===== src/rtl/nfc_pkg.sv =====
package nfc_pkg;
  typedef enum logic {OP_PROG = 1'b0, OP_ERASE = 1'b1} op_e;
  typedef enum logic [1:0] {ST_IDLE, ST_CMD, ST_POLL, ST_CHK} st_e;
  typedef enum logic [1:0] {PH_IDLE, PH_SU, PH_PW, PH_HD} ph_e;

  localparam int STEP_W = 3;
  localparam logic [15:0] UNLK_LO = 16'h5555;
  localparam logic [15:0] UNLK_HI = 16'h2AAA;
  localparam logic [7:0]  KEY_1   = 8'hAA;
  localparam logic [7:0]  KEY_2   = 8'h55;
  localparam logic [7:0]  OPC_PGM = 8'hA0;
  localparam logic [7:0]  OPC_ERS = 8'h80;
  localparam logic [7:0]  OPC_ALL = 8'h10;
  localparam logic [7:0]  BLANK   = 8'hFF;
endpackage


===== src/rtl/nfc_cmd_rom.sv =====
module nfc_cmd_rom
  import nfc_pkg::*;
#(
  parameter int AW = 19
) (
  input  op_e               op_i,
  input  logic [STEP_W-1:0] step_i,
  input  logic [AW-1:0]     tgt_addr_i,
  input  logic [7:0]        tgt_data_i,
  output logic [AW-1:0]     wr_addr_o,
  output logic [7:0]        wr_data_o,
  output logic              last_o
);
  localparam logic [AW-1:0] A_LO = AW'(UNLK_LO);
  localparam logic [AW-1:0] A_HI = AW'(UNLK_HI);
  localparam logic [STEP_W-1:0] PGM_LAST = STEP_W'(3);
  localparam logic [STEP_W-1:0] ERS_LAST = STEP_W'(5);

  always_comb begin
    wr_addr_o = A_LO;
    wr_data_o = KEY_1;
    unique case (step_i)
      STEP_W'(0): begin wr_addr_o = A_LO; wr_data_o = KEY_1; end
      STEP_W'(1): begin wr_addr_o = A_HI; wr_data_o = KEY_2; end
      STEP_W'(2): begin
        wr_addr_o = A_LO;
        wr_data_o = (op_i == OP_PROG) ? OPC_PGM : OPC_ERS;
      end
      STEP_W'(3): begin
        wr_addr_o = (op_i == OP_PROG) ? tgt_addr_i : A_LO;
        wr_data_o = (op_i == OP_PROG) ? tgt_data_i : KEY_1;
      end
      STEP_W'(4): begin wr_addr_o = A_HI; wr_data_o = KEY_2; end
      default:    begin wr_addr_o = A_LO; wr_data_o = OPC_ALL; end
    endcase
    last_o = (op_i == OP_PROG) ? (step_i == PGM_LAST) : (step_i == ERS_LAST);
  end
endmodule


===== src/rtl/nfc_bus_cycle.sv =====
module nfc_bus_cycle
  import nfc_pkg::*;
#(
  parameter int AW   = 19,
  parameter int T_SU = 2,
  parameter int T_PW = 3,
  parameter int T_HD = 1
) (
  input  logic          clk,
  input  logic          rst_n,
  input  logic          start_i,
  input  logic          wr_i,
  input  logic [AW-1:0] addr_i,
  input  logic [7:0]    wdata_i,
  output logic          done_o,
  output logic [7:0]    rdata_o,
  input  logic [7:0]    fl_dq_i,
  output logic [AW-1:0] addr_o,
  output logic [7:0]    dq_o,
  output logic          dq_oe_o,
  output logic          ce_n_o,
  output logic          we_n_o,
  output logic          oe_n_o
);
  localparam int TMAX = (T_SU > T_PW) ? ((T_SU > T_HD) ? T_SU : T_HD)
                                      : ((T_PW > T_HD) ? T_PW : T_HD);
  localparam int CW = $clog2(TMAX + 1);
  localparam logic [CW-1:0] SU_LD = CW'(T_SU - 1);
  localparam logic [CW-1:0] PW_LD = CW'(T_PW - 1);
  localparam logic [CW-1:0] HD_LD = CW'(T_HD - 1);

  ph_e           ph;
  logic [CW-1:0] cnt;
  logic          wr_q;
  logic [AW-1:0] addr_q;
  logic [7:0]    dat_q;
  logic [7:0]    rd_q;
  logic          last_tick;

  assign last_tick = (cnt == '0);

  always_ff @(posedge clk or negedge rst_n) begin
    if (!rst_n) begin
      ph     <= PH_IDLE;
      cnt    <= '0;
      wr_q   <= 1'b0;
      addr_q <= '0;
      dat_q  <= '0;
      rd_q   <= '0;
    end else begin
      unique case (ph)
        PH_IDLE: if (start_i) begin
          ph     <= PH_SU;
          cnt    <= SU_LD;
          wr_q   <= wr_i;
          addr_q <= addr_i;
          dat_q  <= wdata_i;
        end
        PH_SU: if (last_tick) begin
          ph  <= PH_PW;
          cnt <= PW_LD;
        end else cnt <= cnt - 1'b1;
        PH_PW: if (last_tick) begin
          ph  <= PH_HD;
          cnt <= HD_LD;
          if (!wr_q) rd_q <= fl_dq_i;
        end else cnt <= cnt - 1'b1;
        default: if (last_tick) ph <= PH_IDLE;
                 else cnt <= cnt - 1'b1;
      endcase
    end
  end

  assign done_o  = (ph == PH_HD) && last_tick;
  assign rdata_o = rd_q;
  assign addr_o  = addr_q;
  assign dq_o    = dat_q;
  assign dq_oe_o = wr_q && (ph != PH_IDLE);
  assign ce_n_o  = (ph == PH_IDLE);
  assign we_n_o  = !((ph == PH_PW) && wr_q);
  assign oe_n_o  = !((ph == PH_PW) && !wr_q);

  // address and data held for the whole write pulse
  p_pulse_stable_r4: assert property (@(posedge clk) disable iff (!rst_n)
    (!we_n_o && $past(!we_n_o)) |-> ($stable(addr_o) && $stable(dq_o)));
  // chip enable still low on the edge where write enable rises
  p_ce_hold_r4: assert property (@(posedge clk) disable iff (!rst_n)
    $rose(we_n_o) |-> !ce_n_o);
  // a new cycle is only requested while the engine is idle
  p_start_idle_r5: assert property (@(posedge clk) disable iff (!rst_n)
    start_i |-> ce_n_o);
endmodule


===== src/rtl/nfc_tmo.sv =====
module nfc_tmo #(
  parameter int LIMIT = 100000
) (
  input  logic clk,
  input  logic rst_n,
  input  logic run_i,
  output logic expired_o
);
  localparam int CW = $clog2(LIMIT + 1);
  localparam logic [CW-1:0] LIM = CW'(LIMIT);

  logic [CW-1:0] cnt;

  always_ff @(posedge clk or negedge rst_n) begin
    if (!rst_n)          cnt <= '0;
    else if (!run_i)     cnt <= '0;
    else if (cnt != LIM) cnt <= cnt + 1'b1;
  end

  assign expired_o = (cnt == LIM);

  // expiry only ever follows a cycle spent polling
  p_expire_after_run_r9: assert property (@(posedge clk) disable iff (!rst_n)
    expired_o |-> $past(run_i));
endmodule


===== src/rtl/nor_wr_ctrl.sv =====
module nor_wr_ctrl
  import nfc_pkg::*;
#(
  parameter int AW      = 19,
  parameter int T_SU    = 2,
  parameter int T_PW    = 3,
  parameter int T_HD    = 1,
  parameter int TMO_CYC = 100000
) (
  input  logic          clk,
  input  logic          rst_n,
  input  logic          req_valid,
  output logic          req_ready,
  input  logic          req_op,
  input  logic [AW-1:0] req_addr,
  input  logic [7:0]    req_data,
  output logic          busy_o,
  output logic          done_o,
  output logic          err_o,
  output logic [AW-1:0] fl_addr,
  output logic [7:0]    fl_dq_o,
  output logic          fl_dq_oe,
  input  logic [7:0]    fl_dq_i,
  output logic          fl_ce_n,
  output logic          fl_we_n,
  output logic          fl_oe_n
);
  st_e               st;
  op_e               op_q;
  logic [AW-1:0]     addr_q;
  logic [7:0]        data_q;
  logic [STEP_W-1:0] step;
  logic              issued;
  logic              first_rd;
  logic              prev6;
  logic              conf_2nd;
  logic              conf_bad;

  logic [AW-1:0] rom_addr;
  logic [7:0]    rom_data;
  logic          rom_last;
  logic          bus_start;
  logic          bus_done;
  logic [7:0]    bus_rdata;
  logic          tmo_hit;
  logic [7:0]    expect_val;
  logic          rd_miss;

  nfc_cmd_rom #(.AW(AW)) u_rom (
    .op_i(op_q), .step_i(step), .tgt_addr_i(addr_q), .tgt_data_i(data_q),
    .wr_addr_o(rom_addr), .wr_data_o(rom_data), .last_o(rom_last)
  );

  nfc_bus_cycle #(.AW(AW), .T_SU(T_SU), .T_PW(T_PW), .T_HD(T_HD)) u_bus (
    .clk(clk), .rst_n(rst_n),
    .start_i(bus_start), .wr_i(st == ST_CMD),
    .addr_i((st == ST_CMD) ? rom_addr : addr_q), .wdata_i(rom_data),
    .done_o(bus_done), .rdata_o(bus_rdata), .fl_dq_i(fl_dq_i),
    .addr_o(fl_addr), .dq_o(fl_dq_o), .dq_oe_o(fl_dq_oe),
    .ce_n_o(fl_ce_n), .we_n_o(fl_we_n), .oe_n_o(fl_oe_n)
  );

  nfc_tmo #(.LIMIT(TMO_CYC)) u_tmo (
    .clk(clk), .rst_n(rst_n), .run_i(st == ST_POLL), .expired_o(tmo_hit)
  );

  assign busy_o     = (st != ST_IDLE);
  assign req_ready  = !busy_o;
  assign bus_start  = busy_o && !issued;
  assign expect_val = (op_q == OP_ERASE) ? BLANK : data_q;
  assign rd_miss    = (bus_rdata != expect_val);

  always_ff @(posedge clk or negedge rst_n) begin
    if (!rst_n) begin
      st       <= ST_IDLE;
      op_q     <= OP_PROG;
      addr_q   <= '0;
      data_q   <= '0;
      step     <= '0;
      issued   <= 1'b0;
      first_rd <= 1'b0;
      prev6    <= 1'b0;
      conf_2nd <= 1'b0;
      conf_bad <= 1'b0;
      done_o   <= 1'b0;
      err_o    <= 1'b0;
    end else begin
      done_o <= 1'b0;
      err_o  <= 1'b0;
      if (st == ST_IDLE) begin
        if (req_valid) begin
          st     <= ST_CMD;
          op_q   <= op_e'(req_op);
          addr_q <= req_addr;
          data_q <= req_data;
          step   <= '0;
          issued <= 1'b0;
        end
      end else if (bus_start) begin
        issued <= 1'b1;
      end else if (bus_done) begin
        issued <= 1'b0;
        unique case (st)
          ST_CMD: if (rom_last) begin
            st       <= ST_POLL;
            first_rd <= 1'b1;
          end else step <= step + 1'b1;
          ST_POLL: if (tmo_hit) begin
            st     <= ST_IDLE;
            done_o <= 1'b1;
            err_o  <= 1'b1;
          end else if (first_rd) begin
            first_rd <= 1'b0;
            prev6    <= bus_rdata[6];
          end else if (bus_rdata[6] == prev6) begin
            st       <= ST_CHK;
            conf_2nd <= 1'b0;
            conf_bad <= 1'b0;
          end else prev6 <= bus_rdata[6];
          default: if (conf_2nd) begin
            st     <= ST_IDLE;
            done_o <= 1'b1;
            err_o  <= conf_bad | rd_miss;
          end else begin
            conf_2nd <= 1'b1;
            conf_bad <= rd_miss;
          end
        endcase
      end
    end
  end

  // an accepted request makes the block busy on the next cycle
  p_accept_busy_r1: assert property (@(posedge clk) disable iff (!rst_n)
    (req_valid && req_ready) |=> busy_o);
  // no read strobe while command writes are still being issued
  p_no_read_in_cmd_r5: assert property (@(posedge clk) disable iff (!rst_n)
    (st == ST_CMD) |-> fl_oe_n);
  // completion pulse lasts one cycle
  p_done_single_r10: assert property (@(posedge clk) disable iff (!rst_n)
    done_o |=> !done_o);
  // completion coincides with the idle state
  p_done_idle_r10: assert property (@(posedge clk) disable iff (!rst_n)
    done_o |-> !busy_o);
  // timeout abort always carries the error flag
  p_tmo_err_r9: assert property (@(posedge clk) disable iff (!rst_n)
    (done_o && $past(tmo_hit)) |-> err_o);
endmodule


===== config.mk =====
export PLATFORM = sky130hd
export DESIGN_NAME = nor_wr_ctrl
export DESIGN_NICKNAME = d
export VERILOG_FILES = /design/src/rtl/nfc_pkg.sv /design/src/rtl/nfc_cmd_rom.sv /design/src/rtl/nfc_bus_cycle.sv /design/src/rtl/nfc_tmo.sv /design/src/rtl/nor_wr_ctrl.sv
export SDC_FILE = /design/constraint.sdc
export NUM_CORES = 1
export LEC_CHECK = 0
export BUFFER_PORTS_ARGS = -buffer_cell sky130_fd_sc_hd__clkbuf_2
export CORE_MARGIN = 2
export CORE_UTILIZATION = 50
export DETAILED_ROUTE_END_ITERATION = 8
export GPL_ROUTABILITY_DRIVEN = 0
export PLACE_DENSITY = 0.72
export SLEW_MARGIN = 20
export SYNTH_ARGS = -nofsm -noshare
export SYNTH_HDL_FRONTEND = slang
export SYNTH_HIERARCHICAL = 1
export SYNTH_SLANG_ARGS = --single-unit

===== constraint.sdc =====
create_clock -name clk -period 4.4 [get_ports clk]
set_clock_uncertainty 0.05 [all_clocks]
set_input_delay 0.22 -clock clk [delete_from_list [all_inputs] [get_ports clk]]
set_output_delay 0.22 -clock clk [all_outputs]
set_load 0.01 [all_outputs]

==> flow_summary.toml, run 1 <==
[status]
status = "finished, final reports clean"

[synth]
muxShareOfSynthArea_pct = 20.6
synth-compound-area-share_pct = 10.9
ys_ff_latch = 97
synth_edf_count = 0
synth_cell_type_count = 69
ys.flop_type = "dfrtp_1"
synth_nets = 523
synthAdderAreaFrac_pct = 3.93
synth_top_family_by_area = "multiplexers"
syn_area_um2 = 5420
async_flop_share_pct = 100
synthCells = 467
syn_avg_cell_area_um2 = 11.6
synth_xor_area_share_pct = 2.91
synth_simple_gate_area_share_pct = 12.6
ys_warn_count = 6
ys_seq_area_share_pct = 44.8

[sta]
timing.fmax_ghz = 0.377
hold_viol_final = 0
worst_slack_ns = 1.74
tns_ns = 0
tightest_slew_ns = 1.01
maxSlewHeadroom_pct = 32.7
setup_viol = 0
finalMaxSlewViolations = 0
rsz0062_at_grt = "false"
fin_crit_sh_pct = 60.4
period_minus_slack_ns = 2.66

[power_and_ir_drop]
powerDensity_nw_per_um2 = 244
p_leak_nw = 3.09
ir_worst_vdd_v = 0.000220

[grt]
overflow = 0
grt_max_degree = 52
grt_pass1_wl_mm = 18.3
grt_pass1_vias = 3882
antenna_found_initial = 0
grt_use_total_pct = 20.1

[cts]
insertion_delay_ns = 0.38
clk_path_buf_depth = 2
cts_resized = 0
ctsRootBufferMaster = "clkbuf_8"
clock_sinks = 97
h-tree-depth = 3
cts_tree = "yes"
cts_inserted_buffers = 9
cts.clk_slew.worst_paths_ns = 0.10

[finish]
n_antenna_cell = 0
fin_area_um2 = 6270
fin_util_pct = 58.6
mostFrequentLayoutCells = "97 x dfrtp_1, 72 x clkbuf_2, 56 x mux2_2, 26 x inv_1"
layout-drive-gt1-share_pct = 36.2
final_nets = 614
final_common_cell = "dfrtp_1"
synthToLayoutAreaGrowth_pct = 15.8

[routing]
wl_per_cell_um = 15.7
vias_per_cell = 5.40
drt_iter0_drc = 193
postRouteAntennaNets = 0
dr.pass1.iters = 4
drc = 0
vias = 3798
wl_mm = 11.1

[die]
dieArea_um2 = 11700
dieWidth_um = 108
die_y_um = 108
coreArea_um2 = 10700
ios = 74
initial_utilization_pct = 50.7
num_rows = 38

[worst_hold_path]
hp-class = "input port to flop"
min_to = "data_q[5]$_DFFE_PN0P_"
min_path_cells = 2
hp-start = "req_data[5]"

[critical_path]
r2r-start = "op_q$_DFFE_PN0P_"
cp_max_fo = 38
critPathKind = "flop to flop"
cp-start-kind = "flop"
critical_path_required_ns = 4.62
end_kind = "flop"
ff2ff_path_depth = 7
r2r-end = "st[1]$_DFFE_PN0P_"
rrSetupSlack_ns = 1.74
cp.arrival_ns = 2.88

[placement]
port_buffers = 73
place_ws_ns = 1.74
place_hpwl_mm = 7.48
dpl_cell_area_um2 = 5860

[flow_run]
maxCapViolCount = 0
[cells by family (layout without fill, tap and decap cells)]
logic type                 after synthesis  after routing
and+or+nand+nor                        108            108
buffers and inverters                   47            143
muxes                                   93             93
DFF                                     97             97
AOI/OAI and AO/OA                       87             87
xor gates and xnor gates                18             18
adders and majority gates               17             17
[worst max-delay path, stage by stage, from the launching register on]
cell and delay, ns:
dfrtp_1 1.00, inv_1 0.19, or3_1 0.35, a21boi_1 0.11, nand2b_1 0.17, nand3_1 0.10, a32o_1 0.26, mux2_4 0.30
[how the worst max path moves through the flow]
stage,startpoint,end,slack [ns],cells after the start
2_1_floorplan,u_tmo/cnt[0]$_DFFE_PN0P_,st[1]$_DFFE_PN0P_,2.11,10
3_3_place_gp,op_q$_DFFE_PN0P_,st[1]$_DFFE_PN0P_,1.82,7
3_5_place_dp,op_q$_DFFE_PN0P_,st[1]$_DFFE_PN0P_,1.74,7
4_1_cts,op_q$_DFFE_PN0P_,st[1]$_DFFE_PN0P_,1.74,7
5_1_grt,op_q$_DFFE_PN0P_,st[1]$_DFFE_PN0P_,1.49,7
6_report,op_q$_DFFE_PN0P_,st[1]$_DFFE_PN0P_,1.74,7
[final cells by class]
class | instances | area, µm²
fillers | 915 | 4420
inverters | 29 | 109
clock buffers | 12 | 155
well taps | 140 | 175
multi-input cells | 323 | 2760
flip-flops and latches | 97 | 2430
clock inverters | 4 | 31.3
repair buffers | 98 | 613
[metrics by stage]
| step | std cells | power, mW | hold WS [ns] |
|---|---|---|---|
| 5_1_grt | 703 | 1.60 | -0.00130 |
| 3_3_place_gp | 664 | 0.963 | 0.246 |
| 6_report | 703 | 1.53 | 0.0185 |
| 2_1_floorplan | 467 | 0.925 | -0.126 |
| 4_1_cts | 692 | 1.54 | 0.000158 |
| 3_5_place_dp | 664 | 0.965 | 0.258 |
[per-layer routing]
layer / track usage [%] / part of all wire, %
met5: 0 / 0
met3: 6.87 / 4.3
met1: 25.2 / 45
met4: 5.40 / 1.5
met2: 33.2 / 49
[flip-flops by register name, indices dropped and copies added, names as in the netlist]
register	cells
addr_q	19
conf_2nd	1
conf_bad	1
data_q	8
done_o	1
err_o	1
first_rd	1
issued	1
op_q	1
prev6	1
st	2
step	3
u_bus/addr_o	19
u_bus/cnt	2
u_bus/dq_o	8
u_bus/ph	2
u_bus/rdata_o	8
u_bus/wr_q	1
u_tmo/cnt	17
[cell usage after synthesis (2+ instances only)]
cell | n | area share [%]
nor2_1 | 21 | 1.5
o21ai_0 | 23 | 2.1
nand3_4 | 2 | 0.65
buf_2 | 6 | 0.55
mux2_2 | 56 | 12
buf_1 | 3 | 0.21
a21oi_1 | 20 | 1.8
a21o_2 | 8 | 1.3
mux2i_1 | 6 | 1.1
buf_6 | 6 | 1.2
or3_1 | 4 | 0.46
nor2b_1 | 2 | 0.23
mux2_1 | 10 | 2.1
nand2_1 | 17 | 1.2
o41ai_2 | 2 | 0.60
nor3_1 | 5 | 0.46
ha_1 | 17 | 3.9
clkbuf_1 | 3 | 0.21
a21boi_1 | 2 | 0.28
xnor2_1 | 10 | 1.6
inv_2 | 3 | 0.21
and2_1 | 5 | 0.58
mux2_4 | 21 | 5.8
nand4_2 | 3 | 0.69
a31oi_1 | 4 | 0.46
a21o_1 | 4 | 0.55
nor4_2 | 4 | 0.92
nor2_2 | 2 | 0.23
nand3_1 | 13 | 1.2
inv_1 | 26 | 1.8
xor2_1 | 8 | 1.3
o22ai_1 | 2 | 0.23
dfrtp_1 | 97 | 45
o21ai_1 | 5 | 0.46
nor4_1 | 3 | 0.35
nand3b_1 | 2 | 0.28
o211ai_1 | 2 | 0.28
nand2b_1 | 9 | 1.0
[timing repair]
| action | in CTS | in global routing |
|---|---|---|
| hold buffers | 12 | 11 |
| endpoints found under the hold margin | 61 | 11 |
| setup buffers | 0 | 0 |
[power breakdown]
part | internal (mW) | leakage (nW) | switching [mW]
logic | 0.0324 | 1.68 | 0.0302
registers | 0.894 | 1.31 | 0.00500
clock network | 0.242 | 0.0978 | 0.327
Power figures use the tool's default switching activity.
==> run 2, diff against run 1 <==
- clock period: 4.4 -> 2.5 ns (I/O delays scaled with it)
==> run 2 against run 1 <==
Via count increased by 4.0%. Sequential cell count stayed put. Design area grew 4.9%. Fmax up 15%. Clock power is 120% higher. Critical path depth grew 3. Sequential share of layout area is 1.8 points lower. Die area stayed put. Non-clock buffer count is 26 higher. Utilization rose by 2.9 points.
==> flow_summary.toml, run 2 (synthesized netlist as in run 1, its figures left out) <==
[grt]
grtUsageMet1_pct = 26.3
grt_pass1_wl_mm = 19.4
use_met2_pct = 37.0
grt_pass1_vias = 4102
gr-usage-met3_pct = 3.38
grt_use_total_pct = 21.0
busiest_layer = "met2"
grt_max_degree = 55
overflow = 0
antenna_found_initial = 0

[cts]
cts.clk_slew.worst_paths_ns = 0.10
insertion_delay_ns = 0.37
post_cts_buffers = 0
clock_sinks = 97
ctsRootBufferMaster = "clkbuf_8"
cts_inserted_buffers = 9
cts_tree = "yes"
h-tree-depth = 3
clk_path_buf_depth = 2

[placement]
place_hpwl_mm = 7.64
dpl_cell_area_um2 = 5950
port_buffers = 73

[finish]
fin_area_um2 = 6580
final_common_cell = "dfrtp_1"
final_nets = 640
n_antenna_cell = 0
synthToLayoutAreaGrowth_pct = 21.4
mostFrequentLayoutCells = "97 x dfrtp_1, 72 x clkbuf_2, 56 x mux2_2, 38 x dlygate4sd3_1, 25 x inv_1"
layout-drive-gt1-share_pct = 37.0

[sta]
timing.fmax_ghz = 0.434
maxSlewHeadroom_pct = 51.4
period_minus_slack_ns = 2.30
tns_ns = 0
hold_viol_final = 0
tightest_slew_ns = 0.729
whs_ns = 0.295
fin_crit_sh_pct = 92.1
setup_viol = 0
rsz0062_at_grt = "false"
finalMaxSlewViolations = 0

[critical_path]
cpMostUsedCell = "inv_2"
cp-start-kind = "flop"
critical_path_required_ns = 2.71
r2r-start = "u_tmo/cnt[0]$_DFFE_PN0P_"
ff2ff_path_depth = 10
critPathKind = "flop to flop"
crit_slowest_cell = "dfrtp_1"
cp_max_fo = 6
cp.arrival_ns = 2.51
cp_cell_sequence = "inv_1 > ha_1 > nor4bb_2 > nand4_2 > inv_2 > inv_2 > a31oi_1 > nand3_1 > a32o_1 > mux2_4"
r2r-end = "st[1]$_DFFE_PN0P_"
rrSetupSlack_ns = 0.20
crit_family = "simple AND/OR/NAND/NOR gates"
cp_num_buf_inv = 3
end_kind = "flop"
max_stage_delay_ns = 0.45

[routing]
wl_mm = 11.7
vias_per_cell = 5.42
drt_iter0_drc = 189
wl_per_cell_um = 16.1
drc = 0
vias = 3951
dr.pass1.iters = 4
postRouteAntennaNets = 0

[die]
die_y_um = 108
num_rows = 38
ios = 74
dieArea_um2 = 11700
coreArea_um2 = 10700
dieWidth_um = 108
initial_utilization_pct = 50.7

[power_and_ir_drop]
ir_worst_vdd_v = 0.000289
swShare_pct = 20.8
p_int_mw = 2.34
clkPwrFrac_pct = 41.8
combinationalPowerShare_pct = 4.5
power.switching_mw = 0.612
p_total_mw = 2.95
p_leak_nw = 3.24
powerDensity_nw_per_um2 = 448
power_frac_seq_pct = 53.7

[worst_hold_path]
hp-class = "input port to async pin"

[status]
status = "finished, final reports clean"

[flow_run]
maxCapViolCount = 0
run 2: changes by cell type in the layout (fill, tap and decap cells not counted), sizes merged:
cell         delta
buf            +11
bufinv          +3
clkbuf          -2
clkinv          +2
dlygate4sd3    +15
inv             -3
run 2: how the worst max path moves through the flow:
stage                             end  cells after the start                startpoint  slack [ns]
floorplan           st[1]$_DFFE_PN0P_                     10  u_tmo/cnt[0]$_DFFE_PN0P_        0.21
detailed placement  st[1]$_DFFE_PN0P_                     10  u_tmo/cnt[0]$_DFFE_PN0P_        0.12
global route        st[1]$_DFFE_PN0P_                     10  u_tmo/cnt[0]$_DFFE_PN0P_        0.09
CTS                 st[1]$_DFFE_PN0P_                     10  u_tmo/cnt[0]$_DFFE_PN0P_        0.10
finish              st[1]$_DFFE_PN0P_                     10  u_tmo/cnt[0]$_DFFE_PN0P_        0.20
global placement    st[1]$_DFFE_PN0P_                     10  u_tmo/cnt[0]$_DFFE_PN0P_        0.22
run 2: timing repair:
| action | 4_1_cts | 5_1_grt |
|---|---|---|
| hold buffers | 38 | 0 |
| setup endpoints to repair | 0 | 1 |
| hold endpoints to repair | 89 | 0 |
| resized for setup | 0 | 2 |
run 2: power groups by stage:
stage	registers (mW)	clock network (mW)	logic, mW
2_1_floorplan	1.61	0	0.0167
3_3_place_gp	1.61	0	0.0850
5_1_grt	1.58	1.33	0.149
3_5_place_dp	1.61	0	0.0875
6_report	1.58	1.23	0.133
4_1_cts	1.58	1.26	0.134
run 2: worst register-to-register path, cell delays in order (launching register included):
cell and delay (ns):
dfrtp_1 0.45, inv_1 0.08, ha_1 0.14, nor4bb_2 0.30, nand4_2 0.17, inv_2 0.13
inv_2 0.07, a31oi_1 0.17, nand3_1 0.09, a32o_1 0.26, mux2_4 0.30
run 2: final cells by class:
| cell class | instances | area, µm² |
|---|---|---|
| well taps | 140 | 175 |
| multi-input cells | 323 | 2770 |
| clock buffers | 10 | 138 |
| repair buffers | 124 | 858 |
| flip-flops and latches | 97 | 2430 |
| clock inverters | 6 | 105 |
| fillers | 847 | 4120 |
| inverters | 29 | 109 |
run 2: through the flow:
step                util (%)  setup WS (ns)  cells
CTS                     61.5          0.103    729
floorplan                  -          0.214    467
global route            61.5         0.0863    729
global placement        55.6          0.222    675
detailed placement      55.6          0.120    675
finish                  61.5          0.198    729
run 2: layer usage:
layer / share of wire (%) / vias to the layer above
li1: - / 1891
met2: 51 / 72
met1: 45 / 1975
met5: 0 / -
met3: 3.1 / 13
met4: 1.2 / 0
==> run 3, diff against run 2 <==
- ABC_AREA: default -> 1
==> run 3 against run 2 <==
Sequential cell count unchanged. First-iteration DRC count up 96%. Register-to-register slack better by 0.32 ns. Critical path depth up 2. Design area up 0.57%. Cell count up 41%. Via count up 29%. Sequential share of layout area down 0.21 points. Critical path type unchanged. Largest cell class unchanged.
==> flow_summary.toml, run 3 <==
[die]
die_y_um = 110
dieWidth_um = 110
num_rows = 38
dieArea_um2 = 12000
initial_utilization_pct = 51.3
coreArea_um2 = 10900
ios = 74

[finish]
fin_util_pct = 60.8
n_antenna_cell = 0
final_common_cell = "nand2_1"
fin_cells = 1025
final_nets = 936
mostFrequentLayoutCells = "335 x nand2_1, 97 x dfrtp_1, 73 x nor2_1, 72 x clkbuf_2, 63 x inv_1"
synthToLayoutAreaGrowth_pct = 18.5
nFillCells = 951
layout-drive-gt1-share_pct = 16.8

[cts]
cts.clk_slew.worst_paths_ns = 0.09
h-tree-depth = 3
postCtsHoldBufs = 37
clk_path_buf_depth = 2
ctsRootBufferMaster = "clkbuf_8"
cts_tree = "yes"
post_cts_buffers = 0
clock_sinks = 97
cts_resized = 0
insertion_delay_ns = 0.38
cts_inserted_buffers = 9

[critical_path]
cp-start-kind = "flop"
cp_max_fo = 4
cp.arrival_ns = 2.20
critical_path_required_ns = 2.72
end_kind = "flop"
critPathKind = "flop to flop"
r2r-start = "u_tmo/cnt[0]$_DFFE_PN0P_"
ff2ff_path_depth = 12
rrSetupSlack_ns = 0.52
startpoint = "u_tmo/cnt[0]$_DFFE_PN0P_"
r2r-end = "st[1]$_DFFE_PN0P_"

[synth]
synth_edf_count = 0
synth_largest_area_cell = "dfrtp_1"
synth_cell_type_count = 34
syn_area_um2 = 5590
yosys.cell_count.top_type = "nand2_1"
ys_warn_count = 6
synthCells = 776
ys_top_cells_by_count = "335 x nand2_1, 97 x dfrtp_1, 73 x nor2_1"
ys_ff_latch = 97
synth_nets = 832
synth_top_area_share_pct = 43.5
ys_seq_area_share_pct = 43.5
ys.flop_type = "dfrtp_1"
async_flop_share_pct = 100
syn_avg_cell_area_um2 = 7.20
synth_area_leaders = "dfrtp_1 43%, nand2_1 23%, nor2_1 4.9%"

[power_and_ir_drop]
p_leak_nw = 3.55
ir_worst_vdd_v = 0.000609
powerDensity_nw_per_um2 = 1110

[placement]
dp.cells = 972
place_hpwl_mm = 9.35
port_buffers = 73

[worst_hold_path]
hp-start = "req_valid"
min_path_cells = 5
min_to = "step[0]$_DFFE_PN0P_"
hp-class = "input port to flop"

[routing]
vias_per_cell = 4.98
drc = 0
wl_per_cell_um = 12.9
postRouteAntennaNets = 0
drt_iter0_drc = 370
wl_mm = 13.2
vias = 5106
dr.pass1.iters = 5

[sta]
tightest_slew_ns = 0.674
rsz0062_at_grt = "false"
tns_ns = 0
setup_viol = 0
finalMaxSlewViolations = 0
period_minus_slack_ns = 1.98
fin_crit_sh_pct = 79.3
timing.fmax_ghz = 0.504
hold_viol_final = 0
maxSlewHeadroom_pct = 55.1

[grt]
grt_pass1_wl_mm = 21.5
grt_pass1_vias = 4609
grt_use_total_pct = 23.2
overflow = 0
antenna_found_initial = 0
grt_max_degree = 51

[status]
status = "finished, final reports clean"

[flow_run]
maxCapViolCount = 0
## run 3: cell types whose count changed in the layout (fill, tap and decap cells not counted), sizes merged, moves of 12 or more
cell   before  now
nand2      18  347
mux2       87    0
nor2       24   83
inv        29   73
nand3      15   50
a21oi      21    8
a21o       12    0
o21ai      28   40
## run 3: through the flow
stage / area [µm²] / power (mW) / hold WS, ns / setup WS [ns]
global route: 6620 / 8.00 / 0.145 / 0.369
CTS: 6620 / 7.34 / 0.114 / 0.552
floorplan: 5590 / 5.27 / -0.221 / 0.843
finish: 6620 / 7.34 / 0.140 / 0.518
global placement: 6040 / 6.09 / 0.147 / 0.729
detailed placement: 6040 / 6.21 / 0.154 / 0.574
## run 3: report_power, final
group          internal (mW)  total (mW)  switching (mW)
combinational           1.27        3.56            2.29
clock                  0.518        1.07           0.556
sequential              2.15        2.70           0.552
## run 3: routing by layer
metal	up-vias	part of all wire [%]	GRT usage, %
li1	2602	-	-
met1	2322	50	34.3
met2	160	43	33.9
met3	22	4.8	3.56
met4	0	1.9	10.0
met5	-	0	0
## run 3: final cells by class
cell class,instances,area [µm²],share of cell area (%)
clock buffers,12,155,2.34
inverters,74,280,4.23
multi-input cells,579,2710,41.0
flip-flops and latches,97,2430,36.7
clock inverters,4,51.3,0.775
well taps,140,175,2.65
repair buffers,119,818,12.4
## run 3: worst max-delay path, cell delays in order, from the launching register on
cell and delay (ns):
dfrtp_1 0.44, inv_1 0.14, ha_1 0.16, nand3_1 0.07
nor2_1 0.22, nand2_1 0.16, inv_1 0.14, nand3b_1 0.13
o21ai_2 0.08, nor2_4 0.09, nand2_2 0.07, nand2_1 0.05
o21ai_1 0.06
## run 3: logic make-up (layout without fill, tap and decap cells)
| logic type | after synthesis | count (layout) | share of synthesized area [%] |
|---|---|---|---|
| simple gates | 502 | 502 | 37.9 |
| buf+inv | 100 | 209 | 8.00 |
| flops | 97 | 97 | 43.5 |
| compound gates | 53 | 53 | 5.73 |
| fa+ha+maj | 17 | 17 | 3.81 |
| xor+xnor | 7 | 7 | 1.10 |
## run 3: worst max-delay path by stage
stage                                        end  cells after the start
floorplan                      st[1]$_DFFE_PN0P_                     12
global placement    u_bus/addr_o[10]$_DFFE_PN0P_                      8
detailed placement             st[1]$_DFFE_PN0P_                     12
CTS                            st[1]$_DFFE_PN0P_                     12
global route                conf_bad$_DFFE_PN0P_                     13
finish                         st[1]$_DFFE_PN0P_                     12
